--- src/rtl/alu8_pkg.sv ---
package alu8_pkg;

    typedef enum logic [3:0] {
        OP_ADD = 4'd0,
        OP_ADC = 4'd1,
        OP_SUB = 4'd2,
        OP_SBC = 4'd3,
        OP_AND = 4'd4,
        OP_OR  = 4'd5,
        OP_XOR = 4'd6,
        OP_RL  = 4'd7,
        OP_RR  = 4'd8
    } alu_op_e;

    // status byte, bit 7 first
    typedef struct packed {
        logic s;
        logic z;
        logic gap5;
        logic h;
        logic gap3;
        logic pv;
        logic n;
        logic c;
    } stat_t;

    localparam logic [7:0] STAT_KEEP_MASK = 8'hD7;
    localparam logic [3:0] OP_LAST        = 4'd8;

endpackage

--- src/rtl/alu8_arith.sv ---
module alu8_arith #(
    parameter int DW  = 8,
    parameter int NIB = 4
) (
    input  logic [DW-1:0] a,
    input  logic [DW-1:0] b,
    input  logic          sub,
    input  logic          cin,
    output logic [DW-1:0] sum,
    output logic          c_flag,
    output logic          h_flag,
    output logic          v_flag
);
    logic [DW-1:0] b_eff;
    logic          c0;
    logic [NIB:0]  lo_sum;
    logic [DW-1:0] seven_sum;
    logic [DW:0]   full_sum;

    always_comb begin
        b_eff     = sub ? ~b : b;
        c0        = sub ? ~cin : cin;
        lo_sum    = {1'b0, a[NIB-1:0]} + {1'b0, b_eff[NIB-1:0]} + {{NIB{1'b0}}, c0};
        seven_sum = {1'b0, a[DW-2:0]} + {1'b0, b_eff[DW-2:0]} + {{(DW-1){1'b0}}, c0};
        full_sum  = {1'b0, a} + {1'b0, b_eff} + {{DW{1'b0}}, c0};
        sum       = full_sum[DW-1:0];
        c_flag    = full_sum[DW] ^ sub;
        h_flag    = lo_sum[NIB] ^ sub;
        v_flag    = seven_sum[DW-1] ^ full_sum[DW];
    end
endmodule

--- src/rtl/alu8_logic.sv ---
module alu8_logic
    import alu8_pkg::*;
#(
    parameter int DW = 8
) (
    input  logic [DW-1:0] a,
    input  logic [DW-1:0] b,
    input  logic [3:0]    op,
    input  logic          cin,
    output logic [DW-1:0] res,
    output logic          c_out
);
    always_comb begin
        res   = a;
        c_out = 1'b0;
        case (op)
            OP_AND:  res = a & b;
            OP_OR:   res = a | b;
            OP_XOR:  res = a ^ b;
            OP_RL: begin
                res   = {a[DW-2:0], cin};
                c_out = a[DW-1];
            end
            OP_RR: begin
                res   = {cin, a[DW-1:1]};
                c_out = a[0];
            end
            default: res = a;
        endcase
    end
endmodule

--- src/rtl/alu8_flags.sv ---
module alu8_flags
    import alu8_pkg::*;
#(
    parameter int DW  = 8,
    parameter int NIB = 4
) (
    input  logic          clk,
    input  logic          rst_n,
    input  logic [DW-1:0] opnd_a,
    input  logic [DW-1:0] opnd_b,
    input  logic [3:0]    op_sel,
    input  logic          carry_in,
    input  logic          upd_en,
    input  logic          ld_en,
    input  logic [7:0]    ld_val,
    output logic [DW-1:0] result,
    output logic [7:0]    flags_q
);
    typedef struct packed {
        stat_t flags;
    } state_t;

    state_t st_d, st_q;

    logic          is_sub, is_arith, use_cin, op_ok;
    logic [DW-1:0] ar_sum, lg_res;
    logic          ar_c, ar_h, ar_v, lg_c;
    stat_t         alu_stat;

    always_comb begin
        is_sub   = (op_sel == OP_SUB) || (op_sel == OP_SBC);
        is_arith = (op_sel <= OP_SBC);
        use_cin  = (op_sel == OP_ADC) || (op_sel == OP_SBC);
        op_ok    = (op_sel <= OP_LAST);
    end

    alu8_arith #(.DW(DW), .NIB(NIB)) u_arith (
        .a      (opnd_a),
        .b      (opnd_b),
        .sub    (is_sub),
        .cin    (use_cin & carry_in),
        .sum    (ar_sum),
        .c_flag (ar_c),
        .h_flag (ar_h),
        .v_flag (ar_v)
    );

    alu8_logic #(.DW(DW)) u_logic (
        .a     (opnd_a),
        .b     (opnd_b),
        .op    (op_sel),
        .cin   (carry_in),
        .res   (lg_res),
        .c_out (lg_c)
    );

    always_comb begin
        result = is_arith ? ar_sum : lg_res;

        alu_stat      = '0;
        alu_stat.s    = result[DW-1];
        alu_stat.z    = (result == '0);
        alu_stat.gap5 = 1'b0;
        alu_stat.gap3 = 1'b0;
        if (is_arith) begin
            alu_stat.h  = ar_h;
            alu_stat.pv = ar_v;
            alu_stat.n  = is_sub;
            alu_stat.c  = ar_c;
        end else begin
            alu_stat.h  = (op_sel == OP_AND);
            alu_stat.pv = ~^result;
            alu_stat.n  = 1'b0;
            alu_stat.c  = lg_c;
        end

        st_d = st_q;
        if (ld_en) begin
            st_d.flags = stat_t'(ld_val & STAT_KEEP_MASK);
        end else if (upd_en && op_ok) begin
            st_d.flags = alu_stat;
        end
    end

    always_ff @(posedge clk or negedge rst_n) begin
        if (!rst_n) st_q <= '0;
        else        st_q <= st_d;
    end

    assign flags_q = st_q.flags;

endmodule

--- config.mk ---
export PLATFORM = sky130hd
export DESIGN_NAME = alu8_flags
export DESIGN_NICKNAME = d
export VERILOG_FILES = /design/src/rtl/alu8_pkg.sv /design/src/rtl/alu8_arith.sv /design/src/rtl/alu8_logic.sv /design/src/rtl/alu8_flags.sv
export SDC_FILE = /design/constraint.sdc
export NUM_CORES = 1
export LEC_CHECK = 0
export ABC_AREA = 1
export BUFFER_PORTS_ARGS = -buffer_cell sky130_fd_sc_hd__buf_2
export CAP_MARGIN = 25
export CORE_UTILIZATION = 60
export DETAILED_ROUTE_END_ITERATION = 8
export GPL_ROUTABILITY_DRIVEN = 0
export MAX_ROUTING_LAYER = met4
export PLACE_DENSITY = 0.94
export REMOVE_ABC_BUFFERS = 1
export SKIP_LAST_GASP = 1
export SLEW_MARGIN = 25
export SYNTH_ARGS = -nofsm -noshare
export SYNTH_HDL_FRONTEND = slang
export SYNTH_HIERARCHICAL = 1
export SYNTH_SLANG_ARGS = --single-unit
--- constraint.sdc ---
create_clock -name clk -period 9.75 [get_ports clk]
set_input_delay 1.95 -clock clk [delete_from_list [all_inputs] [get_ports clk]]
set_output_delay 1.95 -clock clk [all_outputs]
set_load 0.005 [all_outputs]
==> results of run 1 <==
[cell type report]
| cell class | instances | area (µm²) | share of cell area (%) |
|---|---|---|---|
| Tap cell | 46 | 57.6 | 2.51 |
| Multi-Input combinational cell | 256 | 1610 | 70.2 |
| Timing Repair Buffer | 44 | 220 | 9.59 |
| Sequential cell | 6 | 150 | 6.54 |
| Inverter | 62 | 234 | 10.2 |
| Clock buffer | 3 | 22.5 | 0.981 |
[final timing paths]
kind                                         from                endpoint  slack, ns  cells after the start
setup / recovery                        op_sel[3]               result[6]       2.44                     17
hold / removal             flags_q[6]$_DFFE_PN0P_  flags_q[6]$_DFFE_PN0P_       0.48                      2
setup reg to reg           flags_q[2]$_DFFE_PN0P_  flags_q[2]$_DFFE_PN0P_       9.06                      4
hold reg to reg            flags_q[6]$_DFFE_PN0P_  flags_q[6]$_DFFE_PN0P_       0.48                      2
max in group asynchronous                   rst_n  flags_q[7]$_DFFE_PN0P_       8.09                      1
min in group asynchronous                   rst_n  flags_q[4]$_DFFE_PN0P_       1.51                      1
[worst max-delay path, stage by stage]
cell and delay (ns):
buf_2 0.19, nor2_4 0.35, inv_2 0.17, nor2_2 0.57, xor2_1 0.21, fa_1 0.51
fa_1 0.46, nand2_1 0.09, nand2_1 0.12, nand3_1 0.12, nand2_1 0.05, nand2_1 0.05
nand2_1 0.04, or2_1 0.23, o21ai_2 0.08, inv_2 0.03, buf_2 0.11
[power groups by stage]
stage	registers, mW	logic (mW)	clock network (mW)
2_1_floorplan	0.0302	0.0902	0
3_3_place_gp	0.0299	0.124	0
3_5_place_dp	0.0299	0.130	0
4_1_cts	0.0296	0.131	0.0238
5_1_grt	0.0300	0.148	0.0252
6_report	0.0296	0.131	0.0232
[stage by stage]
stage	worst slack, ns	hold slack, ns
floorplan	3.31	0.465
detailed placement	2.47	0.462
CTS	2.46	0.473
global placement	2.61	0.458
global route	2.19	0.513
finish	2.44	0.482
[cell families (layout without fill, tap and decap cells)]
| kind of cell | Yosys count | in the layout | share of synthesized area, % |
|---|---|---|---|
| flip-flops | 6 | 6 | 7.20 |
| AO/OA/AOI/OAI | 17 | 17 | 6.18 |
| other | 1 | 2 | 0.180 |
| adder cells (fa/ha/maj) | 29 | 29 | 18.1 |
| XOR/XNOR | 17 | 17 | 7.14 |
| AND/OR/NAND/NOR | 191 | 191 | 45.5 |
| buffers and inverters | 72 | 109 | 15.7 |
[layer usage]
metal | GRT usage (%) | up-vias
met1 | 34.2 | 989
met4 | 9.42 | 0
met5 | - | -
met3 | 2.56 | 21
li1 | - | 1114
met2 | 49.5 | 86
[cells in the mapped netlist]
cell type,count,area share [%]
a21oi_1,2,0.48
nor2_4,4,2.2
fa_1,2,1.9
a31oi_1,1,0.30
nand3_4,1,0.84
o21ai_0,2,0.48
o21ai_2,7,2.9
nand2_4,2,1.1
or2_4,2,0.84
nand4_1,6,1.8
nor2_2,12,3.6
buf_4,2,0.72
o21ai_1,2,0.48
o211ai_1,1,0.36
nand3_1,43,10
ha_1,27,16
xor2_1,13,5.5
or2_2,1,0.30
nor2_1,23,4.1
inv_2,6,1.1
or2_1,5,1.5
dfrtp_1,6,7.2
clkinv_2,1,0.24
buf_6,6,3.2
a21oi_4,1,0.78
buf_2,2,0.48
o21bai_1,1,0.36
nand3_2,3,1.4
conb_1,1,0.18
nand3b_1,8,2.9
inv_1,54,9.7
nand2_1,81,15
clkinv_1,1,0.18
xnor2_1,4,1.7
==> results.py, run 1 <==
metrics = {
    "detailed_routing": {
        "drt_wl_total_um": 4930,
        "detail-route-antenna-nets": 0,
        "highest_layer": "met4",
        "vias_per_cell": 5.30,
        "dr.first_iter.drc_count": 187,
        "drc": 0,
        "dr_wl_met2_um": 2340,
        "wl_per_cell_um": 11.8,
        "wl_met1_um": 2180,
        "num_vias": 2210,
        "dr_wl_met3_um": 235,
        "first_pass_iters": 5,
    },
    "floorplanning": {
        "core_um2": 3340,
        "ios": 49,
        "die_h_um": 60.9,
        "die_area_um2": 3710,
        "rows": 21,
        "die_w_um": 60.9,
        "start_util_pct": 62.5,
    },
    "final_layout": {
        "mostFrequentLayoutCells": "81 x nand2_1, 54 x inv_1, 44 x buf_2",
        "syn2layout_area_growth_pct": 10.1,
        "drive_above_1_share_pct": 23.5,
        "largest_reg_flops": 6,
        "diodes": 0,
        "nFillCells": 304,
        "final_common_cell": "nand2_1",
        "stdcell_count": 417,
        "fin_area_um2": 2300,
        "fin_nets": 435,
        "final_core_util_pct": 68.8,
    },
    "logic_synthesis": {
        "ys_ff_latch": 6,
        "synth_cells": 333,
        "ys_warn_count": 6,
        "synth_area_um2": 2080,
        "synth_seq_area_share_pct": 7.20,
        "netlist-cell-type-count": 34,
        "syn_area_per_cell_um2": 6.26,
    },
    "pwr": {
        "switching_share_pct": 48.1,
        "clockPowerShare_pct": 12.6,
        "power_frac_seq_pct": 16.1,
        "leakagePower_nw": 1.35,
        "combPwrFrac_pct": 71.4,
        "vdd_ir_drop_max_v": 0.0000297,
        "p_total_mw": 0.184,
        "p_int_mw": 0.0956,
        "net-switching-power_mw": 0.0886,
        "power.density_nw_per_um2": 80.2,
    },
    "global_route": {
        "antenna_found_initial": 0,
        "track_usage_pct": 28.4,
        "grt_pass1_wl_um": 7830,
        "overflow": 0,
        "grt_max_degree": 32,
        "grt_pass1_vias": 1900,
    },
    "placement": {
        "numPortBuffers": 44,
        "placed_area_um2": 2270,
        "hpwl_um": 4000,
        "dpl.cell_count": 414,
    },
    "timing": {
        "fin_crit_ns": 7.31,
        "max_slew_margin_pct": 53.5,
        "post-route-period-util_pct": 75.0,
        "skew_ns": 0,
        "final_max_slew_viol_count": 0,
        "rsz0062_at_grt": "false",
        "worstMarginPinSlew_ns": 0.697,
        "tns_ns": 0,
        "finalSetupViolations": 0,
        "hold_viol": 0,
        "fmax_mhz": 137,
    },
    "clock_network": {
        "clkSinkCount": 6,
        "root_buffer": "clkbuf_4",
        "htreeDepth": 1,
        "numCtsBuffers": 3,
        "clock_latency_ns": 0.25,
        "holdBufCountCts": 0,
        "cts_tree": "done",
        "cts_resized": 0,
        "clk_pin_slew_ns": 0.04,
        "cts_max_path_buffers": 2,
        "post-cts-setup-buffer-count": 0,
    },
    "critical_path": {
        "start_kind": "input port",
        "cp_data_arrival_time_ns": 5.36,
        "crit_path_end_kind": "primary output",
        "worstPathMaxFanout": 12,
        "critical_path_class": "input port to primary output",
        "crit_required_ns": 7.80,
    },
    "job": {
        "cap_violations": 0,
    },
    "run_status": {
        "outcome": "completed",
    },
    "worst_hold_path": {
        "hold_class": "register to register",
    },
}
Power figures use the tool's default switching activity.
==> run 2: changes to the inputs <==
- ABC_AREA: 1 -> 0
- CORE_UTILIZATION: 60 -> 54
- PLACE_DENSITY: 0.94 -> 0.87
- clock period: 9.75 -> 6.9 ns (I/O delays scaled with it)
==> run 2 against run 1 <==
  * Sequential cell count unchanged
  * Die area shrank 0.98%
  * Routed wire length shrank 9.7%
  * Sequential power up 40%
  * Largest power group unchanged
  * Clock skew stayed put
  * Critical path type unchanged
  * Clock power is 44% higher
  * Utilization shrank 2.7 points
  * Highest routed layer unchanged
==> results.py, run 2 <==
metrics = {
    "clock_network": {
        "clkSinkCount": 6,
        "numCtsBuffers": 3,
        "htreeDepth": 1,
        "clock_latency_ns": 0.25,
        "cts_max_path_buffers": 2,
        "post-cts-setup-buffer-count": 0,
        "cts_tree": "done",
        "holdBufCountCts": 0,
        "clk_pin_slew_ns": 0.05,
        "cts_resized": 0,
        "root_buffer": "clkbuf_4",
    },
    "floorplanning": {
        "die_h_um": 60.6,
        "ios": 49,
        "start_util_pct": 58.9,
        "rows": 20,
        "die_w_um": 60.6,
        "core_um2": 3150,
        "die_area_um2": 3680,
    },
    "worst_hold_path": {
        "hold_class": "register to register",
    },
    "logic_synthesis": {
        "ys_warn_count": 6,
        "synth_common_cells": "27 x ha_1, 27 x inv_1, 15 x mux2i_1",
        "synth_top_cell_by_area": "ha_1",
        "async_flop_share_pct": 100,
        "synth_cells": 224,
        "synth_edf_count": 0,
        "synth_area_leaders": "ha_1 18%, dfrtp_1 8.1%, mux2i_1 8.1%",
        "synth_area_um2": 1860,
        "syn_area_per_cell_um2": 8.29,
        "synth_seq_area_share_pct": 8.09,
        "ys.flop_type": "dfrtp_1",
        "yosys.area.top_type_share_pct": 18.2,
        "netlist-cell-type-count": 52,
        "ys_ff_latch": 6,
    },
    "critical_path": {
        "critical_path_class": "input port to primary output",
        "cpPeakStageDelay_ns": 0.46,
        "path_cells": "buf_2 > nor2_2 > buf_4 > and2_4 > xor2_1 > fa_1 > fa_1 > nand3_1 > a21boi_0 > or3_1 > o2111ai_1 > mux2i_1 > inv_1 > buf_2",
        "crit_required_ns": 5.52,
        "crit_path_end_kind": "primary output",
        "start_kind": "input port",
        "cp_data_arrival_time_ns": 4.34,
        "crit_family": "adder cells",
        "cpMaxStageDelayCell": "fa_1",
        "reg2reg_slack_ns": 6.14,
        "worstPathMaxFanout": 23,
        "cp_num_buf_inv": 4,
    },
    "global_route": {
        "grt_pass1_wl_um": 7130,
        "grt.met2_usage_pct": 45.1,
        "busiest_layer": "met2",
        "groute.layer.met3.usage_pct": 3.41,
        "overflow": 0,
        "use_met1_pct": 31.0,
        "grt_max_degree": 24,
        "antenna_found_initial": 0,
        "track_usage_pct": 26.7,
        "grt_pass1_vias": 1627,
    },
    "final_layout": {
        "nFillCells": 284,
        "register_area_um2": 150,
        "multi_input_area_um2": 1530,
        "fin_nets": 325,
        "diodes": 0,
        "drive_above_1_share_pct": 23.4,
        "final_core_util_pct": 66.2,
        "syn2layout_area_growth_pct": 12.3,
        "final_common_cell": "buf_2",
        "mostFrequentLayoutCells": "44 x buf_2, 27 x inv_1, 27 x ha_1",
        "largest_reg_flops": 6,
    },
    "detailed_routing": {
        "wl_per_cell_um": 14.6,
        "num_vias": 1802,
        "drt_wl_total_um": 4450,
        "first_pass_iters": 4,
        "vias_per_cell": 5.91,
        "dr.first_iter.drc_count": 75,
        "drc": 0,
        "detail-route-antenna-nets": 0,
    },
    "placement": {
        "hpwl_um": 3420,
        "numPortBuffers": 44,
    },
    "timing": {
        "fin_crit_ns": 5.72,
        "max_slew_margin_pct": 52.6,
        "rsz0062_at_grt": "false",
        "finalSetupViolations": 0,
        "hold_viol": 0,
        "skew_ns": 0,
        "tns_ns": 0,
        "post-route-period-util_pct": 82.8,
        "worstMarginPinSlew_ns": 0.709,
        "fmax_mhz": 175,
        "final_max_slew_viol_count": 0,
    },
    "run_status": {
        "outcome": "completed",
    },
    "pwr": {
        "vdd_ir_drop_max_v": 0.0000447,
        "leakagePower_nw": 1.14,
        "power.density_nw_per_um2": 119,
    },
    "job": {
        "cap_violations": 0,
    },
}
==> run 2: cell types whose count changed in the layout (fill, tap and decap cells not counted), sizes merged, moves of 11 or more <==
| cell | delta |
|---|---|
| nand2 | -73 |
| nand3 | -45 |
| inv | -32 |
| nor2 | -31 |
| mux2i | +15 |
| and3b | +11 |
==> run 2: cells by family after synthesis <==
| group | synth area share, % |
|---|---|
| adder cells (fa/ha/maj) | 20.4 |
| AND/OR/NAND/NOR | 21.4 |
| XOR/XNOR | 8.96 |
| buffers and inverters | 9.97 |
| AO/OA/AOI/OAI | 18.9 |
| multiplexers | 12.1 |
| other | 0.202 |
| flip-flops | 8.09 |
==> run 2: report_power, final <==
part / internal, mW / switching [mW] / leakage [nW]
clock network: 0.0197 / 0.0138 / 0.0138
logic: 0.0817 / 0.0917 / 1.05
registers: 0.0395 / 0.00195 / 0.0728
==> run 2: stage by stage <==
| stage | hold WS, ns | area [µm²] | total power [mW] | cells | setup slack [ns] |
|---|---|---|---|---|---|
| floorplan | 0.521 | 1780 | 0.158 | 213 | 1.58 |
| global placement | 0.511 | 2060 | 0.207 | 302 | 1.20 |
| detailed placement | 0.526 | 2060 | 0.214 | 302 | 1.19 |
| CTS | 0.539 | 2090 | 0.250 | 305 | 1.18 |
| global route | 0.584 | 2090 | 0.272 | 305 | 0.965 |
| finish | 0.533 | 2090 | 0.248 | 305 | 1.18 |
==> run 2: worst reg2reg max path, cell delays in order (launching register included) <==
cell     delay [ns]
dfrtp_1        0.33
nor2_1         0.04
a22o_1         0.21
a21oi_1        0.11
==> run 2: path summary, 6_finish.rpt <==
| path | start | to | cells after the start |
|---|---|---|---|
| worst max-delay path | op_sel[2] | result[6] | 14 |
| worst min-delay path | flags_q[4]$_DFFE_PN0P_ | flags_q[4]$_DFFE_PN0P_ | 2 |
| worst max register to register | flags_q[2]$_DFFE_PN0P_ | flags_q[2]$_DFFE_PN0P_ | 3 |
| worst min register to register | flags_q[4]$_DFFE_PN0P_ | flags_q[4]$_DFFE_PN0P_ | 2 |
| max in group asynchronous | rst_n | flags_q[7]$_DFFE_PN0P_ | 1 |
| min in group asynchronous | rst_n | flags_q[6]$_DFFE_PN0P_ | 1 |
==> run 2: area by class of cell <==
class / count / area share (%)
Inverter: 28 / 5.04
Clock buffer: 3 / 1.08
Multi-Input combinational cell: 179 / 73.1
Sequential cell: 6 / 7.20
Timing Repair Buffer: 45 / 10.9
Tap cell: 44 / 2.64
==> run 2: per-layer routing <==
| metal | vias to the layer above | routed length, µm |
|---|---|---|
| li1 | 880 | - |
| met1 | 827 | 1900 |
| met2 | 81 | 2130 |
| met3 | 14 | 313 |
| met4 | 0 | 115 |
| met5 | - | 0 |
==> run 3: changes to the inputs <==
- CORE_UTILIZATION: 54 -> 49
- PLACE_DENSITY: 0.87 -> 0.84
- clock period: 6.9 -> 4.7 ns (I/O delays scaled with it)
==> run 3 against run 2 <==
  * Hold slack got worse by 0.0072 ns
  * Power increased by 60%
  * Global-route usage decreased by 2.0 points
  * Utilization decreased by 3.9 points
  * Critical endpoint unchanged
  * Clock-buffer cell count unchanged
  * Sequential power increased by 49%
  * Routed wire length increased by 4.8%
  * Worst setup slack got worse by 0.93 ns
  * Non-clock buffer count increased by 7
  * Clock skew unchanged
  * Via count increased by 1.8%
==> results.py, run 3 (synthesized netlist as in run 2, its figures left out) <==
metrics = {
    "global_route": {
        "grt_pass1_wl_um": 7750,
        "antenna_found_initial": 0,
        "overflow": 0,
        "grt_pass1_vias": 1684,
        "track_usage_pct": 24.7,
        "grt_max_degree": 23,
    },
    "clock_network": {
        "holdBufCountCts": 0,
        "clk_pin_slew_ns": 0.04,
        "htreeDepth": 1,
        "root_buffer": "clkbuf_8",
        "clkSinkCount": 6,
        "cts_tree": "done",
        "cts_max_path_buffers": 2,
        "post-cts-setup-buffer-count": 0,
        "cts_resized": 0,
        "clock_latency_ns": 0.23,
        "numCtsBuffers": 3,
    },
    "detailed_routing": {
        "drc": 0,
        "num_vias": 1835,
        "drt_wl_total_um": 4670,
        "wl_per_cell_um": 14.9,
        "first_pass_iters": 4,
        "dr.first_iter.drc_count": 100,
        "vias_per_cell": 5.84,
        "detail-route-antenna-nets": 0,
    },
    "critical_path": {
        "worstPathMaxFanout": 4,
        "cp_data_arrival_time_ns": 3.50,
        "start_kind": "input port",
        "crit_path_end_kind": "primary output",
        "critical_path_class": "input port to primary output",
        "crit_required_ns": 3.76,
    },
    "placement": {
        "numPortBuffers": 44,
        "placed_area_um2": 2120,
        "dp_slack_ns": 0.272,
        "hpwl_um": 3590,
        "dpl.cell_count": 311,
    },
    "floorplanning": {
        "die_h_um": 63.6,
        "rows": 21,
        "ios": 49,
        "core_um2": 3470,
        "start_util_pct": 53.5,
        "die_w_um": 63.6,
        "die_area_um2": 4040,
    },
    "timing": {
        "rsz0062_at_grt": "false",
        "fin_crit_ns": 4.44,
        "fmax_mhz": 225,
        "worst_hold_slack_ns": 0.526,
        "skew_ns": 0,
        "hold_viol": 0,
        "fin_ws_ns": 0.256,
        "finalSetupViolations": 0,
        "max_slew_margin_pct": 61.2,
        "tns_ns": 0,
        "worstMarginPinSlew_ns": 0.580,
        "final_max_slew_viol_count": 0,
        "post-route-period-util_pct": 94.6,
    },
    "final_layout": {
        "mostFrequentLayoutCells": "44 x buf_2, 27 x inv_1, 27 x ha_1",
        "nFillCells": 318,
        "final_core_util_pct": 62.3,
        "final_common_cell": "buf_2",
        "fin_area_um2": 2160,
        "syn2layout_area_growth_pct": 16.3,
        "largest_reg_flops": 6,
        "fin_nets": 332,
        "stdcell_count": 314,
        "diodes": 0,
        "multi_input_area_um2": 1530,
        "register_area_um2": 150,
        "drive_above_1_share_pct": 25.4,
    },
    "pwr": {
        "p_total_mw": 0.399,
        "power.density_nw_per_um2": 185,
        "leakagePower_nw": 1.18,
        "vdd_ir_drop_max_v": 0.000100,
    },
    "run_status": {
        "outcome": "completed",
    },
    "job": {
        "cap_violations": 0,
    },
    "worst_hold_path": {
        "hold_class": "input port to async pin",
    },
}
## run 3: changes by cell type in the layout (fill, tap and decap cells not counted), sizes merged
cell / before / now
buf: 45 / 52
## run 3: where the power goes
part / switching (mW) / leakage [nW] / internal [mW]
Combinational: 0.135 / 1.09 / 0.123
Sequential: 0.00337 / 0.0728 / 0.0581
Clock: 0.0238 / 0.0216 / 0.0551
## run 3: path summary, 6_finish.rpt
kind | startpoint | to | slack, ns | depth (start not counted)
max in group asynchronous | rst_n | flags_q[7]$_DFFE_PN0P_ | 4.04 | 1
hold reg to reg | flags_q[6]$_DFFE_PN0P_ | flags_q[6]$_DFFE_PN0P_ | 0.53 | 2
setup / recovery | op_sel[3] | result[6] | 0.26 | 13
hold / removal | rst_n | flags_q[4]$_DFFE_PN0P_ | 0.53 | 1
min in group clk | flags_q[6]$_DFFE_PN0P_ | flags_q[6]$_DFFE_PN0P_ | 0.53 | 2
setup reg to reg | flags_q[2]$_DFFE_PN0P_ | flags_q[2]$_DFFE_PN0P_ | 3.89 | 3
## run 3: final cells by class
type                            instances  area share [%]
Timing Repair Buffer                   52            13.0
Sequential cell                         6            6.95
Inverter                               28            4.87
Tap cell                               46            2.67
Multi-Input combinational cell        179            70.6
Clock buffer                            3            1.91
## run 3: metal layers
metal | global-route usage, % | wire length [µm] | vias up | share of wire, %
li1 | - | - | 888 | -
met5 | - | 0 | - | 0
met3 | 1.99 | 293 | 9 | 6.3
met2 | 40.7 | 2280 | 85 | 49
met4 | 10.2 | 98 | 0 | 2.1
met1 | 30.9 | 2000 | 853 | 43
## run 3: critical path, cell delays in order
cell	delay [ns]
buf_2	0.11
nor2_2	0.20
and2_4	0.21
xor2_1	0.09
fa_1	0.46
fa_1	0.44
nand3_1	0.11
a21boi_0	0.15
or3_1	0.37
o2111ai_1	0.12
mux2i_1	0.15
inv_1	0.07
buf_2	0.10
